### src/rtl/mxfer_seq_pkg.sv
package mxfer_seq_pkg;
  typedef enum logic [1:0] {OP_START = 2'd0, OP_SEND = 2'd1, OP_RECV = 2'd2, OP_STOP = 2'd3} eng_op_e;
  typedef enum logic [1:0] {SQ_IDLE, SQ_RUN, SQ_WAIT} seq_state_e;

  localparam int CB_EN  = 15;
  localparam int CB_MST = 10;
  localparam int CB_TRX = 9;
  localparam int CB_XA  = 8;
  localparam int CB_RM  = 2;
  localparam int CB_STP = 1;
  localparam int CB_STT = 0;
  localparam logic [15:0] CTRL_MASK = 16'hcf87;

  localparam int FL_NACK = 0;
  localparam int FL_ARDY = 1;
  localparam int FL_RRDY = 2;
  localparam int FL_XRDY = 3;
  localparam int NFLAGS  = 4;
endpackage

### src/rtl/mxfer_seq_fifo.sv
module mxfer_seq_fifo #(
  parameter int W     = 8,
  parameter int DEPTH = 4,
  localparam int AW   = (DEPTH > 1) ? $clog2(DEPTH) : 1,
  localparam int LW   = $clog2(DEPTH + 1)
) (
  input  logic          clk_i,
  input  logic          rst_ni,
  input  logic          push_i,
  input  logic [W-1:0]  data_i,
  input  logic          pop_i,
  output logic [W-1:0]  head_o,
  output logic [LW-1:0] level_o,
  output logic          empty_o,
  output logic          full_o
);
  logic [W-1:0]  mem_q [DEPTH];
  logic [AW-1:0] wp_q, rp_q;
  logic [LW-1:0] lvl_q;
  logic          do_push, do_pop;

  assign empty_o = (lvl_q == '0);
  assign full_o  = (lvl_q == LW'(DEPTH));
  assign do_push = push_i && !full_o;
  assign do_pop  = pop_i && !empty_o;
  assign head_o  = mem_q[rp_q];
  assign level_o = lvl_q;

  function automatic logic [AW-1:0] nxt(input logic [AW-1:0] p);
    return (p == AW'(DEPTH - 1)) ? '0 : p + AW'(1);
  endfunction

  always_ff @(posedge clk_i or negedge rst_ni) begin
    if (!rst_ni) begin
      wp_q  <= '0;
      rp_q  <= '0;
      lvl_q <= '0;
      for (int i = 0; i < DEPTH; i++) mem_q[i] <= '0;
    end else begin
      if (do_push) begin
        mem_q[wp_q] <= data_i;
        wp_q        <= nxt(wp_q);
      end
      if (do_pop) rp_q <= nxt(rp_q);
      if (do_push && !do_pop) lvl_q <= lvl_q + LW'(1);
      else if (do_pop && !do_push) lvl_q <= lvl_q - LW'(1);
    end
  end
endmodule

### src/rtl/mxfer_seq_flags.sv
module mxfer_seq_flags #(
  parameter int N = 4
) (
  input  logic         clk_i,
  input  logic         rst_ni,
  input  logic [N-1:0] set_i,
  input  logic [N-1:0] clr_i,
  output logic [N-1:0] q_o
);
  // clear wins over set
  for (genvar g = 0; g < N; g++) begin : g_flag
    always_ff @(posedge clk_i or negedge rst_ni) begin
      if (!rst_ni)       q_o[g] <= 1'b0;
      else if (clr_i[g]) q_o[g] <= 1'b0;
      else if (set_i[g]) q_o[g] <= 1'b1;
    end
  end
endmodule

### src/rtl/mxfer_seq_core.sv
module mxfer_seq_core
  import mxfer_seq_pkg::*;
#(
  parameter int CW = 16,
  parameter int SW = 10
) (
  input  logic              clk_i,
  input  logic              rst_ni,
  input  logic              ctrl_we_i,
  input  logic [15:0]       ctrl_wdata_i,
  input  logic [SW-1:0]     sa_i,
  input  logic              cnt_we_i,
  input  logic [CW-1:0]     cnt_wdata_i,
  input  logic              eng_done_i,
  input  logic              eng_ack_i,
  input  logic [7:0]        eng_rdata_i,
  input  logic              fifo_empty_i,
  input  logic              fifo_full_i,
  input  logic [7:0]        fifo_head_i,
  output logic [15:0]       ctrl_o,
  output logic [CW-1:0]     cnt_o,
  output logic              busy_o,
  output logic              eng_req_o,
  output logic [1:0]        eng_op_o,
  output logic [7:0]        eng_data_o,
  output logic              fifo_push_o,
  output logic [7:0]        fifo_wdata_o,
  output logic              fifo_pop_o,
  output logic [NFLAGS-1:0] flag_set_o,
  output logic [NFLAGS-1:0] flag_clr_o
);
  seq_state_e    st_q, st_d;
  logic [15:0]   ctrl_q, ctrl_d;
  logic [CW-1:0] cnt_reg_q, cnt_cur_q, cnt_cur_d;
  logic          req_q, req_d;
  eng_op_e       op_q, op_d;
  logic [7:0]    dat_q, dat_d;

  logic en, rm, trx, stp, cnt_zero, start_ok;
  assign en       = ctrl_q[CB_EN];
  assign rm       = ctrl_q[CB_RM];
  assign trx      = ctrl_q[CB_TRX];
  assign stp      = ctrl_q[CB_STP];
  assign cnt_zero = (cnt_cur_q == '0);
  assign start_ok = ctrl_we_i && ctrl_wdata_i[CB_EN] && ctrl_wdata_i[CB_MST] &&
                    !ctrl_wdata_i[CB_XA] && ctrl_wdata_i[CB_STT];

  always_comb begin
    st_d         = st_q;
    ctrl_d       = ctrl_we_i ? (ctrl_wdata_i & CTRL_MASK) : ctrl_q;
    cnt_cur_d    = cnt_cur_q;
    req_d        = req_q;
    op_d         = op_q;
    dat_d        = dat_q;
    flag_set_o   = '0;
    flag_clr_o   = '0;
    fifo_push_o  = 1'b0;
    fifo_pop_o   = 1'b0;
    unique case (st_q)
      SQ_IDLE: begin
        if (start_ok) begin
          cnt_cur_d = cnt_reg_q;
          req_d     = 1'b1;
          op_d      = OP_START;
          dat_d     = {sa_i[6:0], ~ctrl_wdata_i[CB_TRX]};
          st_d      = SQ_WAIT;
        end
      end
      SQ_WAIT: begin
        if (eng_done_i) begin
          req_d = 1'b0;
          st_d  = SQ_RUN;
          unique case (op_q)
            OP_START: begin
              ctrl_d[CB_STT] = 1'b0;
              if (!eng_ack_i) begin
                flag_set_o[FL_NACK] = 1'b1;
                st_d                = SQ_IDLE;
              end
            end
            OP_SEND: begin
              fifo_pop_o = 1'b1;
              if (!rm) cnt_cur_d = cnt_cur_q - CW'(1);
              if (!eng_ack_i) begin
                flag_set_o[FL_NACK] = 1'b1;
                ctrl_d[CB_STP]      = 1'b0;
                st_d                = SQ_IDLE;
              end
            end
            OP_RECV: begin
              fifo_push_o = 1'b1;
              if (!rm) cnt_cur_d = cnt_cur_q - CW'(1);
            end
            default: begin
              ctrl_d[CB_STP] = 1'b0;
              cnt_cur_d      = cnt_reg_q;
              st_d           = SQ_IDLE;
            end
          endcase
        end
      end
      SQ_RUN: begin
        if (!en) begin
          st_d = SQ_IDLE;
        end else if (rm) begin
          if (stp && (!trx || fifo_empty_i)) begin
            req_d = 1'b1; op_d = OP_STOP; st_d = SQ_WAIT;
          end else if (trx) begin
            if (!fifo_empty_i) begin
              req_d = 1'b1; op_d = OP_SEND; dat_d = fifo_head_i; st_d = SQ_WAIT;
            end else flag_set_o[FL_XRDY] = 1'b1;
          end else if (fifo_empty_i) begin
            req_d = 1'b1; op_d = OP_RECV; st_d = SQ_WAIT;
          end else flag_set_o[FL_RRDY] = 1'b1;
        end else if (cnt_zero) begin
          flag_set_o[FL_ARDY] = 1'b1;
          flag_clr_o[FL_XRDY] = 1'b1;
          ctrl_d[CB_MST]      = 1'b0;
          if (!trx && !fifo_empty_i) flag_set_o[FL_RRDY] = 1'b1;
          if (stp) begin
            req_d = 1'b1; op_d = OP_STOP; st_d = SQ_WAIT;
          end else st_d = SQ_IDLE;
        end else if (trx) begin
          if (!fifo_empty_i) begin
            req_d = 1'b1; op_d = OP_SEND; dat_d = fifo_head_i; st_d = SQ_WAIT;
          end else flag_set_o[FL_XRDY] = 1'b1;
        end else if (!fifo_full_i) begin
          req_d = 1'b1; op_d = OP_RECV; st_d = SQ_WAIT;
        end else flag_set_o[FL_RRDY] = 1'b1;
      end
      default: st_d = SQ_IDLE;
    endcase
  end

  always_ff @(posedge clk_i or negedge rst_ni) begin
    if (!rst_ni) begin
      st_q      <= SQ_IDLE;
      ctrl_q    <= '0;
      cnt_reg_q <= '0;
      cnt_cur_q <= '0;
      req_q     <= 1'b0;
      op_q      <= OP_START;
      dat_q     <= '0;
    end else begin
      st_q      <= st_d;
      ctrl_q    <= ctrl_d;
      cnt_cur_q <= cnt_cur_d;
      req_q     <= req_d;
      op_q      <= op_d;
      dat_q     <= dat_d;
      if (cnt_we_i) cnt_reg_q <= cnt_wdata_i;
    end
  end

  assign ctrl_o       = ctrl_q;
  assign cnt_o        = cnt_cur_q;
  assign busy_o       = (st_q != SQ_IDLE);
  assign eng_req_o    = req_q;
  assign eng_op_o     = op_q;
  assign eng_data_o   = dat_q;
  assign fifo_wdata_o = eng_rdata_i;
endmodule

### src/rtl/mxfer_seq.sv
module mxfer_seq
  import mxfer_seq_pkg::*;
#(
  parameter int CW    = 16,
  parameter int SW    = 10,
  parameter int DEPTH = 4
) (
  input  logic          clk_i,
  input  logic          rst_ni,
  input  logic          ctrl_we_i,
  input  logic [15:0]   ctrl_wdata_i,
  output logic [15:0]   ctrl_o,
  input  logic [SW-1:0] sa_i,
  input  logic          cnt_we_i,
  input  logic [CW-1:0] cnt_wdata_i,
  output logic [CW-1:0] cnt_o,
  input  logic          wr_push_i,
  input  logic [7:0]    wr_byte_i,
  input  logic          rd_pop_i,
  output logic [7:0]    rd_byte_o,
  input  logic [1:0]    stat_clr_i,
  output logic          nack_o,
  output logic          ardy_o,
  output logic          rrdy_o,
  output logic          xrdy_o,
  output logic          busy_o,
  output logic          eng_req_o,
  output logic [1:0]    eng_op_o,
  output logic [7:0]    eng_data_o,
  input  logic          eng_done_i,
  input  logic          eng_ack_i,
  input  logic [7:0]    eng_rdata_i
);
  localparam int LW = $clog2(DEPTH + 1);

  logic              f_empty, f_full, f_push, f_pop, c_push, c_pop;
  logic [7:0]        f_head, f_wdata, c_wdata;
  logic [LW-1:0]     f_level;
  logic [NFLAGS-1:0] c_set, c_clr, fl_clr, fl_q;
  logic              host_pop, host_push;

  mxfer_seq_core #(.CW(CW), .SW(SW)) u_core (
    .clk_i, .rst_ni, .ctrl_we_i, .ctrl_wdata_i, .sa_i, .cnt_we_i, .cnt_wdata_i,
    .eng_done_i, .eng_ack_i, .eng_rdata_i,
    .fifo_empty_i(f_empty), .fifo_full_i(f_full), .fifo_head_i(f_head),
    .ctrl_o, .cnt_o, .busy_o, .eng_req_o, .eng_op_o, .eng_data_o,
    .fifo_push_o(c_push), .fifo_wdata_o(c_wdata), .fifo_pop_o(c_pop),
    .flag_set_o(c_set), .flag_clr_o(c_clr)
  );

  assign host_push = wr_push_i && !c_push && !f_full;
  assign host_pop  = rd_pop_i && !c_pop && !f_empty;
  assign f_push    = c_push || host_push;
  assign f_wdata   = c_push ? c_wdata : wr_byte_i;
  assign f_pop     = c_pop || host_pop;

  mxfer_seq_fifo #(.W(8), .DEPTH(DEPTH)) u_fifo (
    .clk_i, .rst_ni, .push_i(f_push), .data_i(f_wdata), .pop_i(f_pop),
    .head_o(f_head), .level_o(f_level), .empty_o(f_empty), .full_o(f_full)
  );

  always_comb begin
    fl_clr          = c_clr;
    fl_clr[FL_NACK] = fl_clr[FL_NACK] | stat_clr_i[0];
    fl_clr[FL_ARDY] = fl_clr[FL_ARDY] | stat_clr_i[1];
    fl_clr[FL_XRDY] = fl_clr[FL_XRDY] | host_push;
    fl_clr[FL_RRDY] = fl_clr[FL_RRDY] | (host_pop && !c_push && f_level == LW'(1));
  end

  mxfer_seq_flags #(.N(NFLAGS)) u_flags (
    .clk_i, .rst_ni, .set_i(c_set), .clr_i(fl_clr), .q_o(fl_q)
  );

  assign nack_o    = fl_q[FL_NACK];
  assign ardy_o    = fl_q[FL_ARDY];
  assign rrdy_o    = fl_q[FL_RRDY];
  assign xrdy_o    = fl_q[FL_XRDY];
  assign rd_byte_o = f_head;
endmodule

### config.mk
export PLATFORM = sky130hd
export DESIGN_NAME = mxfer_seq
export DESIGN_NICKNAME = d
export VERILOG_FILES = /design/src/rtl/mxfer_seq_pkg.sv /design/src/rtl/mxfer_seq_fifo.sv /design/src/rtl/mxfer_seq_flags.sv /design/src/rtl/mxfer_seq_core.sv /design/src/rtl/mxfer_seq.sv
export SDC_FILE = /design/constraint.sdc
export NUM_CORES = 1
export LEC_CHECK = 0
export ABC_AREA = 1
export BUFFER_PORTS_ARGS = -buffer_cell sky130_fd_sc_hd__buf_2
export CORE_AREA = 2 2 81 160
export CTS_CLUSTER_SIZE = 8
export DETAILED_ROUTE_END_ITERATION = 10
export DIE_AREA = 0 0 83 162
export GPL_ROUTABILITY_DRIVEN = 0
export PLACE_DENSITY = 0.67
export RECOVER_POWER = 50
export SLEW_MARGIN = 20
export SYNTH_ARGS = -nofsm -noshare
export SYNTH_HDL_FRONTEND = slang
export SYNTH_SLANG_ARGS = --single-unit
### constraint.sdc
create_clock -name clk_i -period 2.45 [get_ports clk_i]
set_input_delay 0.49 -clock clk_i [delete_from_list [all_inputs] [get_ports clk_i]]
set_output_delay 0.49 -clock clk_i [all_outputs]
set_load 0.03 [all_outputs]
==> results.txt, run 1 <==
----------------------------------------------------
[STA]
  Final Hold Violating Endpoints ... 0
  Setup violators final ... 0
  Total negative slack for setup checks ... 0 ps
  Post-route clock period utilization ... 0.942
  Worst-margin pin slew ... 1080 ps
  Number of slew-limit violations in the final report ... 0
  Unrepaired setup endpoints after global routing ... false
  Clock Skew ... 8.49 ps
  Clock period minus final worst setup slack ... 2310 ps
  Max-slew headroom ... 0.283
  Upper clock frequency limit ... 433 MHz

[Route]
  Vias per std cell ... 5.18
  First-pass iteration count of the detailed router ... 5
  Violation count after the first detailed-route iteration ... 238
  Average detailed-routed wire length per instance ... 15.4 um
  Via count ... 4836
  Post-route DRC violation count ... 0
  Wire length after detailed routing ... 14400 um
  Antenna-violating nets left ... 0

[Power and ir drop]
  Design internal power ... 4.26 mW
  Maximum resistive drop on vdd ... 0.000683 V
  Power density over the cells ... 1270 nW/um2
  Net switching power ... 3.87 mW
  Flop pwr share ... 0.334
  Combinational share of power ... 0.493
  Part of the total power dissipated in the clock network ... 0.173
  Pleak ... 3.33 nW
  Switching share of power ... 0.476

[Final layout]
  Most common cell after layout, fill and taps aside ... nand2_1
  Multi-input gate area in the final layout ... 2540 um2
  Layout overhead on the synthesized area ... 19.7%
  Fill cell total of the finished layout ... 1185
  Commonest cells after routing, fill and taps aside ... nand2_1 (197), buf_2 (105), dfrtp_1 (98)
  Fin area ... 6410 um2
  Number of diodes ... 0
  Util after Layout ... 0.525
  Fraction of final layout cells with drive strength greater than 1 ... 0.197
  Layout net count ... 865
  Footprint of the flip-flops and latches ... 2450 um2

[Clock network]
  CTS max path bufs ... 2
  Clock latency on the worst-skew pair ... 350 ps
  Count of H-tree levels built during CTS ... 3
  Clock Root Buffer ... clkbuf_16
  Total setup buffers inserted after CTS ... 0
  TritonCTS Sinks ... 98
  Number of buffers created by CTS ... 9
  CTS tree ... yes
  Clock-pin transition on the worst setup and hold timing paths ... 70 ps
  Hold-fix buffer count after cts ... 1
  # resized after CTS ... 0

[Yosys]
  Flop and latch count out of synthesis ... 98
  Post-Synthesis Cell Area ... 5350 um2
  Share of async-settable or async-resettable flops after synthesis ... 1.00
  Dominant register cell in the synthesized netlist ... dfrtp_1
  Dominant cell type by area after synthesis ... dfrtp_1
  EDFF count, synth ... 0
  Syn avg cell area ... 8.07 um2
  Share of the yosys chip area belonging to registers ... 0.458
  Leading post-synthesis cells by cell area ... dfrtp_1 (46%), nand2_1 (14%), mux2_1 (6.7%), o21ai_0 (4.9%), inv_1 (4.7%)
  Yosys synthesis warning count ... 0
  Yosys cell types ... 33
  Portion of synthesized cell area occupied by the leading cell type ... 0.458
  Gate count after technology mapping ... 663

[Die]
  Number of rows created at floorplan ... 57
  Die outline height ... 162 um
  Core Region ... 12200 um2
  Floorplan die width ... 83 um
  Starting Density ... 0.439
  I/O pin count ... 124
  Area of the die ... 13400 um2

[Setup path]
  Nature of the critical path endpoint ... output pin
  Slowest cell on the critical path ... dfrtp_1
  Worst path top cell family by delay ... buffers and inverters
  Arrival time worst endpoint ... 1820 ps
  Cell Chain, Critical Path ... inv_1 > o21ai_0 > o22ai_1 > buf_2
  Largest driver fanout on the critical path ... 10
  Worst Setup Path Type ... reg -> out
  Type of origin of the critical path ... flop
  Buf+Inv Stages, Crit Path ... 2
  Worst endpoint required time ... 1960 ps
  Largest stage delay on the critical path ... 510 ps

[Global routing]
  Wire length of the first global-routing pass ... 23400 um
  Number of antenna violations at the first check in global routing ... 0
  Pin count of the biggest net entering global routing ... 52
  Number of global-route vias before repair ... 4948
  GR Overflow Total ... 0
  Total track usage ... 0.218

[Hold path]
  Kind of path behind the tightest hold check ... in -> reg

[Placed design]
  DP HPWL ... 11300 um
  Total of buffers placed on input and output ports ... 108
  Placed standard-cell area ... 6100 um2

[Flow run]
  Number of maximum-capacitance violations ... 0

[Status]
  Run status ... complete, no violations

----------------------------------------------------
## cells by family (layout without fill, tap and decap cells)
family                     count (synthesis)  after routing  synth area share
other                                      1              6          0.000701
and+or+nand+nor                          315            315             0.242
DFF                                       98             98             0.458
xor gates and xnor gates                   5              5           0.00818
muxes                                     40             40            0.0842
AOI/OAI and AO/OA                         96             96            0.0991
buffers and inverters                     92            210            0.0697
adders and majority gates                 16             16            0.0374
## final cells by class
| class | count | area share |
|---|---|---|
| clock buffer | 9 | 0.0352 |
| clock inverter | 7 | 0.0113 |
| inverter | 72 | 0.0422 |
| multi-input combinational | 478 | 0.397 |
| sequential | 98 | 0.383 |
| tap | 147 | 0.0287 |
| timing repair buffer | 122 | 0.103 |
## routing by layer
layer  vias up  GRT usage  wire [um]
li1       2370          -          -
met1      2275      0.216       4900
met2       154      0.429       8290
met3        37     0.0401        682
met4         0     0.0976        501
met5         -          0          0
## state kept, by name, summed over array words and instances (netlist names)
name               cells
u_fifo.mem_q          32
u_core.cnt_o          16
u_core.cnt_reg_q      16
u_core.ctrl_o         10
u_core.eng_data_o      8
u_flags.q_o            4
u_fifo.level_o         3
u_core.eng_op_o        2
u_core.st_q            2
u_fifo.rp_q            2
u_fifo.wp_q            2
u_core.eng_req_o       1
## power by group through the flow
stage / logic (mW) / clock network, mW / registers (mW)
floorplan: 2.43 / 0 / 3.04
global placement: 3.91 / 0 / 2.69
detailed placement: 4.02 / 0 / 2.74
CTS: 4.03 / 1.44 / 2.70
global route: 4.46 / 1.50 / 2.79
finish: 4.01 / 1.41 / 2.71
## path summary, 6_finish.rpt
kind	start	endpoint	slack (ps)	depth (start not counted)
worst min-delay path	stat_clr_i[1]	u_flags.q_o[1]$_DFFE_PN0P_	280	2
worst max-delay path	u_fifo.rp_q[1]$_DFFE_PN0P_	rd_byte_o[6]	140	4
min in group asynchronous	rst_ni	u_core.cnt_reg_q[3]$_DFFE_PN0P_	850	2
max in group asynchronous	rst_ni	u_core.ctrl_o[14]$_DFFE_PN0P_	500	3
worst min register to register	u_core.ctrl_o[8]$_DFFE_PN0P_	u_core.ctrl_o[8]$_DFFE_PN0P_	470	2
worst max register to register	u_core.eng_op_o[1]$_DFFE_PN0P_	u_core.cnt_o[3]$_DFFE_PN0P_	330	7
## worst register-to-register path, cell delays in order (launching register included)
cell,delay [ps]
dfrtp_1,450
inv_1,140
ha_1,300
nand2_1,190
clkinv_1,480
o22ai_1,340
nand2_1,70
o21ai_0,80
## cell usage after synthesis, types with 2 or more instances
cell type / count
mux2_2: 8
o22ai_1: 9
a21oi_1: 19
o21ai_0: 52
o211ai_1: 5
nand3_1: 39
inv_2: 4
inv_1: 67
nor2_1: 58
nand4_1: 7
nand2_1: 197
ha_1: 16
mux2_1: 32
nor2_2: 2
clkbuf_1: 10
nor2_4: 4
buf_2: 4
o21ai_1: 5
dfrtp_1: 98
nor3_1: 6
xor2_1: 4
buf_4: 6
## stage by stage
stage               instances  setup slack [ps]  power [mW]  hold WS [ps]
floorplan                 668               210        5.48           194
global placement          916               352        6.60           382
detailed placement        916               318        6.76           383
CTS                       933               151        8.18           268
global route              933              32.9        8.75           270
finish                    933               143        8.13           279
Power figures use the tool's default switching activity.
==> inputs of run 2 (changes only) <==
==> constraint.sdc (replaced) <==
create_clock -name clk_i -period 2.6 [get_ports clk_i]
set_input_delay 0.52 -clock clk_i [delete_from_list [all_inputs] [get_ports clk_i]]
set_output_delay 0.52 -clock clk_i [all_outputs]
set_load 0.03 [all_outputs]
==> results.txt, run 2 (synthesized netlist as in run 1, its figures left out) <==
----------------------------------------------------
[Placed design]
  Setup WS pre-CTS ... 308 ps
  Placed Cells ... 913
  Placed standard-cell area ... 6070 um2
  DP HPWL ... 11100 um
  Total of buffers placed on input and output ports ... 108

[Final layout]
  Most common cell after layout, fill and taps aside ... nand2_1
  Number of diodes ... 0
  Layout overhead on the synthesized area ... 18.8%
  Util after Layout ... 0.521
  Commonest cells after routing, fill and taps aside ... nand2_1 (197), buf_2 (105), dfrtp_1 (98)
  Final cell count without fillers ... 929
  Fraction of final layout cells with drive strength greater than 1 ... 0.192
  Flip-flop count of the largest register after layout ... 32
  Layout net count ... 861
  Fin area ... 6360 um2
  Register name with the most flops ... u_fifo.mem_q
  Fill cell total of the finished layout ... 1149

[STA]
  Post-route clock period utilization ... 0.904
  Worst setup slack after layout ... 249 ps
  Clock Skew ... 7.32 ps
  Number of slew-limit violations in the final report ... 0
  Final Hold Violating Endpoints ... 0
  Worst-margin pin slew ... 1120 ps
  Max-slew headroom ... 0.253
  Upper clock frequency limit ... 425 MHz
  Clock period minus final worst setup slack ... 2350 ps
  Total negative slack for setup checks ... 0 ps
  Hold Worst Slack ... 320 ps
  Setup violators final ... 0
  Unrepaired setup endpoints after global routing ... false

[Route]
  Via count ... 4810
  Post-route DRC violation count ... 0
  Violation count after the first detailed-route iteration ... 223
  Antenna-violating nets left ... 0
  Wire length after detailed routing ... 14000 um
  Average detailed-routed wire length per instance ... 15.1 um
  First-pass iteration count of the detailed router ... 5
  Vias per std cell ... 5.18

[Clock network]
  Clock-pin transition on the worst setup and hold timing paths ... 70 ps
  CTS tree ... yes
  Clock latency on the worst-skew pair ... 340 ps
  CTS max path bufs ... 2
  # resized after CTS ... 0
  TritonCTS Sinks ... 98
  Number of buffers created by CTS ... 9
  Count of H-tree levels built during CTS ... 3
  Clock Root Buffer ... clkbuf_16
  Hold-fix buffer count after cts ... 0
  Total setup buffers inserted after CTS ... 0

[Global routing]
  Total track usage ... 0.210
  Pin count of the biggest net entering global routing ... 45
  Wire length of the first global-routing pass ... 22600 um
  Number of antenna violations at the first check in global routing ... 0
  Number of global-route vias before repair ... 4901
  GR Overflow Total ... 0

[Power and ir drop]
  Switching share of power ... 0.476
  Combinational share of power ... 0.488
  Power density over the cells ... 1190 nW/um2
  Pleak ... 3.30 nW
  Part of the total power dissipated in the clock network ... 0.176
  Flop pwr share ... 0.336
  Pwr Total ... 7.58 mW
  Maximum resistive drop on vdd ... 0.000583 V
  Net switching power ... 3.61 mW
  Design internal power ... 3.97 mW

[Setup path]
  Largest driver fanout on the critical path ... 10
  Worst Setup Path Type ... reg -> out
  Worst endpoint required time ... 2080 ps
  Type of origin of the critical path ... flop
  Nature of the critical path endpoint ... output pin
  Worst reg2reg setup slack ... 350 ps
  Arrival time worst endpoint ... 1830 ps

[Status]
  Run status ... complete, no violations

[Die]
  Area of the die ... 13400 um2
  Number of rows created at floorplan ... 57
  Die outline height ... 162 um
  Core Region ... 12200 um2
  Starting Density ... 0.439
  I/O pin count ... 124
  Floorplan die width ... 83 um

[Flow run]
  Number of maximum-capacitance violations ... 0

[Hold path]
  Kind of path behind the tightest hold check ... in -> reg

----------------------------------------------------
## run 2: worst paths after layout
check	start	to	depth (start not counted)
max	u_fifo.rp_q[1]$_DFFE_PN0P_	rd_byte_o[3]	4
min	stat_clr_i[1]	u_flags.q_o[1]$_DFFE_PN0P_	2
max reg2reg	u_fifo.level_o[0]$_DFFE_PN0P_	u_fifo.level_o[2]$_DFFE_PN0P_	11
min reg2reg	u_core.eng_data_o[7]$_DFFE_PN0P_	u_core.eng_data_o[7]$_DFFE_PN0P_	2
max in group asynchronous	rst_ni	u_fifo.mem_q[11]$_DFFE_PN0P_	2
min in group asynchronous	rst_ni	u_core.cnt_o[0]$_DFFE_PN0P_	1
## run 2: area by class of cell
class | instances | area [um2] | area share
Inverter | 72 | 270 | 0.0425
Clock inverter | 7 | 81.3 | 0.0128
Multi-Input combinational cell | 478 | 2540 | 0.400
Tap cell | 147 | 184 | 0.0289
Sequential cell | 98 | 2450 | 0.386
Clock buffer | 9 | 225 | 0.0354
Timing Repair Buffer | 118 | 599 | 0.0943
## run 2: power groups by stage
stage	clock, mW	combinational [mW]	sequential (mW)
2_1_floorplan	0	2.29	2.87
3_3_place_gp	0	3.63	2.54
3_5_place_dp	0	3.72	2.57
4_1_cts	1.38	3.73	2.54
5_1_grt	1.43	4.13	2.62
6_report	1.33	3.70	2.55
## run 2: metal layers
layer	GRT usage	vias to the layer above	wire length, um
met4	0.108	0	495
met1	0.204	2287	4940
met5	0	-	0
met3	0.0340	36	528
li1	-	2363	-
met2	0.415	124	8040
## run 2: critical path: stages, from the launching register on
cell     delay [ps]
dfrtp_1         510
inv_1           310
o21ai_0         160
o22ai_1         250
buf_2           260
==> inputs of run 3 (changes only) <==
--- a/config.mk
+++ b/config.mk
@@ -7,12 +7,11 @@
 export LEC_CHECK = 0
 export ABC_AREA = 1
 export BUFFER_PORTS_ARGS = -buffer_cell sky130_fd_sc_hd__buf_2
-export CORE_AREA = 2 2 81 160
+export CORE_AREA = 2 2 91 180
 export CTS_CLUSTER_SIZE = 8
 export DETAILED_ROUTE_END_ITERATION = 10
-export DIE_AREA = 0 0 83 162
+export DIE_AREA = 0 0 93 182
 export GPL_ROUTABILITY_DRIVEN = 0
-export PLACE_DENSITY = 0.67
 export RECOVER_POWER = 50
 export SLEW_MARGIN = 20
 export SYNTH_ARGS = -nofsm -noshare
==> results.txt, run 3 (synthesized netlist as in run 1, its figures left out) <==
----------------------------------------------------
[Status]
  Run status ... finished, violations left
  Violations in the final reports ... max-capacitance violations, max-slew violations

[Clock network]
  Clock latency on the worst-skew pair ... 360 ps
  # resized after CTS ... 0
  CTS max path bufs ... 2
  Number of buffers created by CTS ... 9
  TritonCTS Sinks ... 98
  Count of H-tree levels built during CTS ... 3
  Clock Root Buffer ... clkbuf_16
  Clock-pin transition on the worst setup and hold timing paths ... 80 ps
  CTS tree ... yes
  Hold-fix buffer count after cts ... 0
  Total setup buffers inserted after CTS ... 0

[Final layout]
  Fraction of final layout cells with drive strength greater than 1 ... 0.197
  Layout net count ... 865
  Register name with the most flops ... u_fifo.mem_q
  Commonest cells after routing, fill and taps aside ... nand2_1 (197), buf_2 (105), dfrtp_1 (98)
  Final cell count without fillers ... 987
  Most common cell after layout, fill and taps aside ... nand2_1
  Number of diodes ... 0
  Flip-flop count of the largest register after layout ... 32
  Fill cell total of the finished layout ... 1676
  Layout overhead on the synthesized area ... 21.3%

[Global routing]
  Number of global-route vias before repair ... 4563
  Pin count of the biggest net entering global routing ... 44
  Wire length of the first global-routing pass ... 22400 um
  Total track usage ... 0.168
  GR Overflow Total ... 0
  Number of antenna violations at the first check in global routing ... 0

[Route]
  Average detailed-routed wire length per instance ... 13.9 um
  Antenna-violating nets left ... 0
  Via count ... 4740
  Post-route DRC violation count ... 0
  Wire length after detailed routing ... 13700 um
  Vias per std cell ... 4.80
  First-pass iteration count of the detailed router ... 5
  Violation count after the first detailed-route iteration ... 237

[Die]
  Starting Density ... 0.343
  Die outline height ... 182 um
  Core Region ... 15600 um2
  Area of the die ... 16900 um2
  Floorplan die width ... 93 um
  I/O pin count ... 124
  Number of rows created at floorplan ... 65

[Hold path]
  Kind of path behind the tightest hold check ... in -> reg

[Setup path]
  Arrival time worst endpoint ... 1820 ps
  Type of origin of the critical path ... flop
  Worst Setup Path Type ... reg -> out
  Nature of the critical path endpoint ... output pin
  Cell Chain, Critical Path ... inv_1 > buf_4 > o21ai_0 > o22ai_1 > buf_2
  Worst endpoint required time ... 2080 ps
  Largest driver fanout on the critical path ... 10
  Largest stage delay on the critical path ... 500 ps
  Slowest cell on the critical path ... dfrtp_1

[Power and ir drop]
  Pwr Total ... 7.74 mW
  Switching share of power ... 0.458
  Maximum resistive drop on vdd ... 0.000480 V
  Net switching power ... 3.55 mW
  Flop pwr share ... 0.327
  Design internal power ... 4.19 mW
  Power density over the cells ... 1190 nW/um2
  Pleak ... 3.34 nW
  Part of the total power dissipated in the clock network ... 0.188
  Combinational share of power ... 0.485

[STA]
  Total negative slack for setup checks ... 0 ps
  Post-route clock period utilization ... 0.901
  Clock Skew ... 10.2 ps
  Clock period minus final worst setup slack ... 2340 ps
  Upper clock frequency limit ... 427 MHz
  Setup violators final ... 0
  Unrepaired setup endpoints after global routing ... false
  Final Hold Violating Endpoints ... 0
  Max-slew headroom ... -0.322
  Number of slew-limit violations in the final report ... 34
  Worst-margin pin slew ... 1980 ps

[Placed design]
  Total of buffers placed on input and output ports ... 108
  DP HPWL ... 10200 um
  Placed Cells ... 971

[Flow run]
  Number of maximum-capacitance violations ... 1

----------------------------------------------------
## run 3: cell types whose count changed in the layout (fill, tap and decap cells not counted), sizes merged
cell / previous run / this run
buf: 111 / 119
inv: 76 / 71
clkbuf: 16 / 13
bufinv: 0 / 2
clkinv: 3 / 5
## run 3: area by class of cell
cell class / count / area (um2) / area share
clock inverter: 6 / 91.3 / 0.0141
multi-input combinational: 478 / 2540 / 0.392
clock buffer: 10 / 229 / 0.0353
tap: 201 / 251 / 0.0387
sequential: 98 / 2450 / 0.378
inverter: 72 / 270 / 0.0416
timing repair buffer: 122 / 654 / 0.101
## run 3: worst paths after layout
| check | from | end | slack (ps) | depth (start not counted) |
|---|---|---|---|---|
| hold reg to reg | u_core.ctrl_o[7]$_DFFE_PN0P_ | u_core.ctrl_o[7]$_DFFE_PN0P_ | 470 | 2 |
| min in group asynchronous | rst_ni | u_fifo.mem_q[4]$_DFFE_PN0P_ | 720 | 1 |
| max in group asynchronous | rst_ni | u_core.eng_data_o[6]$_DFFE_PN0P_ | 680 | 2 |
| hold / removal | stat_clr_i[1] | u_flags.q_o[1]$_DFFE_PN0P_ | 300 | 2 |
| setup reg to reg | u_core.eng_op_o[0]$_DFFE_PN0P_ | u_fifo.level_o[2]$_DFFE_PN0P_ | 370 | 11 |
| setup / recovery | u_fifo.rp_q[0]$_DFFE_PN0P_ | rd_byte_o[4] | 260 | 5 |
## run 3: worst max-delay path: cells and delay by family (launching register included)
family	cells	cell delay [ps]
AO/OA/AOI/OAI	2	410
buffers and inverters	3	550
flip-flops	1	500
## run 3: power groups by stage
| stage | registers [mW] | logic, mW | clock network, mW |
|---|---|---|---|
| 4_1_cts | 2.53 | 3.79 | 1.51 |
| 2_1_floorplan | 2.87 | 2.29 | 0 |
| 5_1_grt | 2.61 | 4.21 | 1.56 |
| 3_5_place_dp | 2.55 | 3.78 | 0 |
| 3_3_place_gp | 2.53 | 3.71 | 0 |
| 6_report | 2.53 | 3.75 | 1.46 |
## run 3: stage by stage
| step | util | setup slack [ps] | cell area [um2] | hold WS [ps] |
|---|---|---|---|---|
| after floorplan | - | 360 | 5370 | 224 |
| after global placement | 0.396 | 464 | 6180 | 450 |
| after detailed placement | 0.396 | 423 | 6180 | 457 |
| after CTS | 0.416 | 240 | 6500 | 118 |
| after global routing | 0.416 | 180 | 6490 | 293 |
| final | 0.416 | 257 | 6490 | 301 |
## run 3: per-layer routing
metal	vias up	GRT usage	routed length, um
met5	-	0	0
met4	0	0.0541	181
met3	11	0.0390	684
met2	116	0.271	6540
met1	2241	0.222	6350
li1	2372	-	-
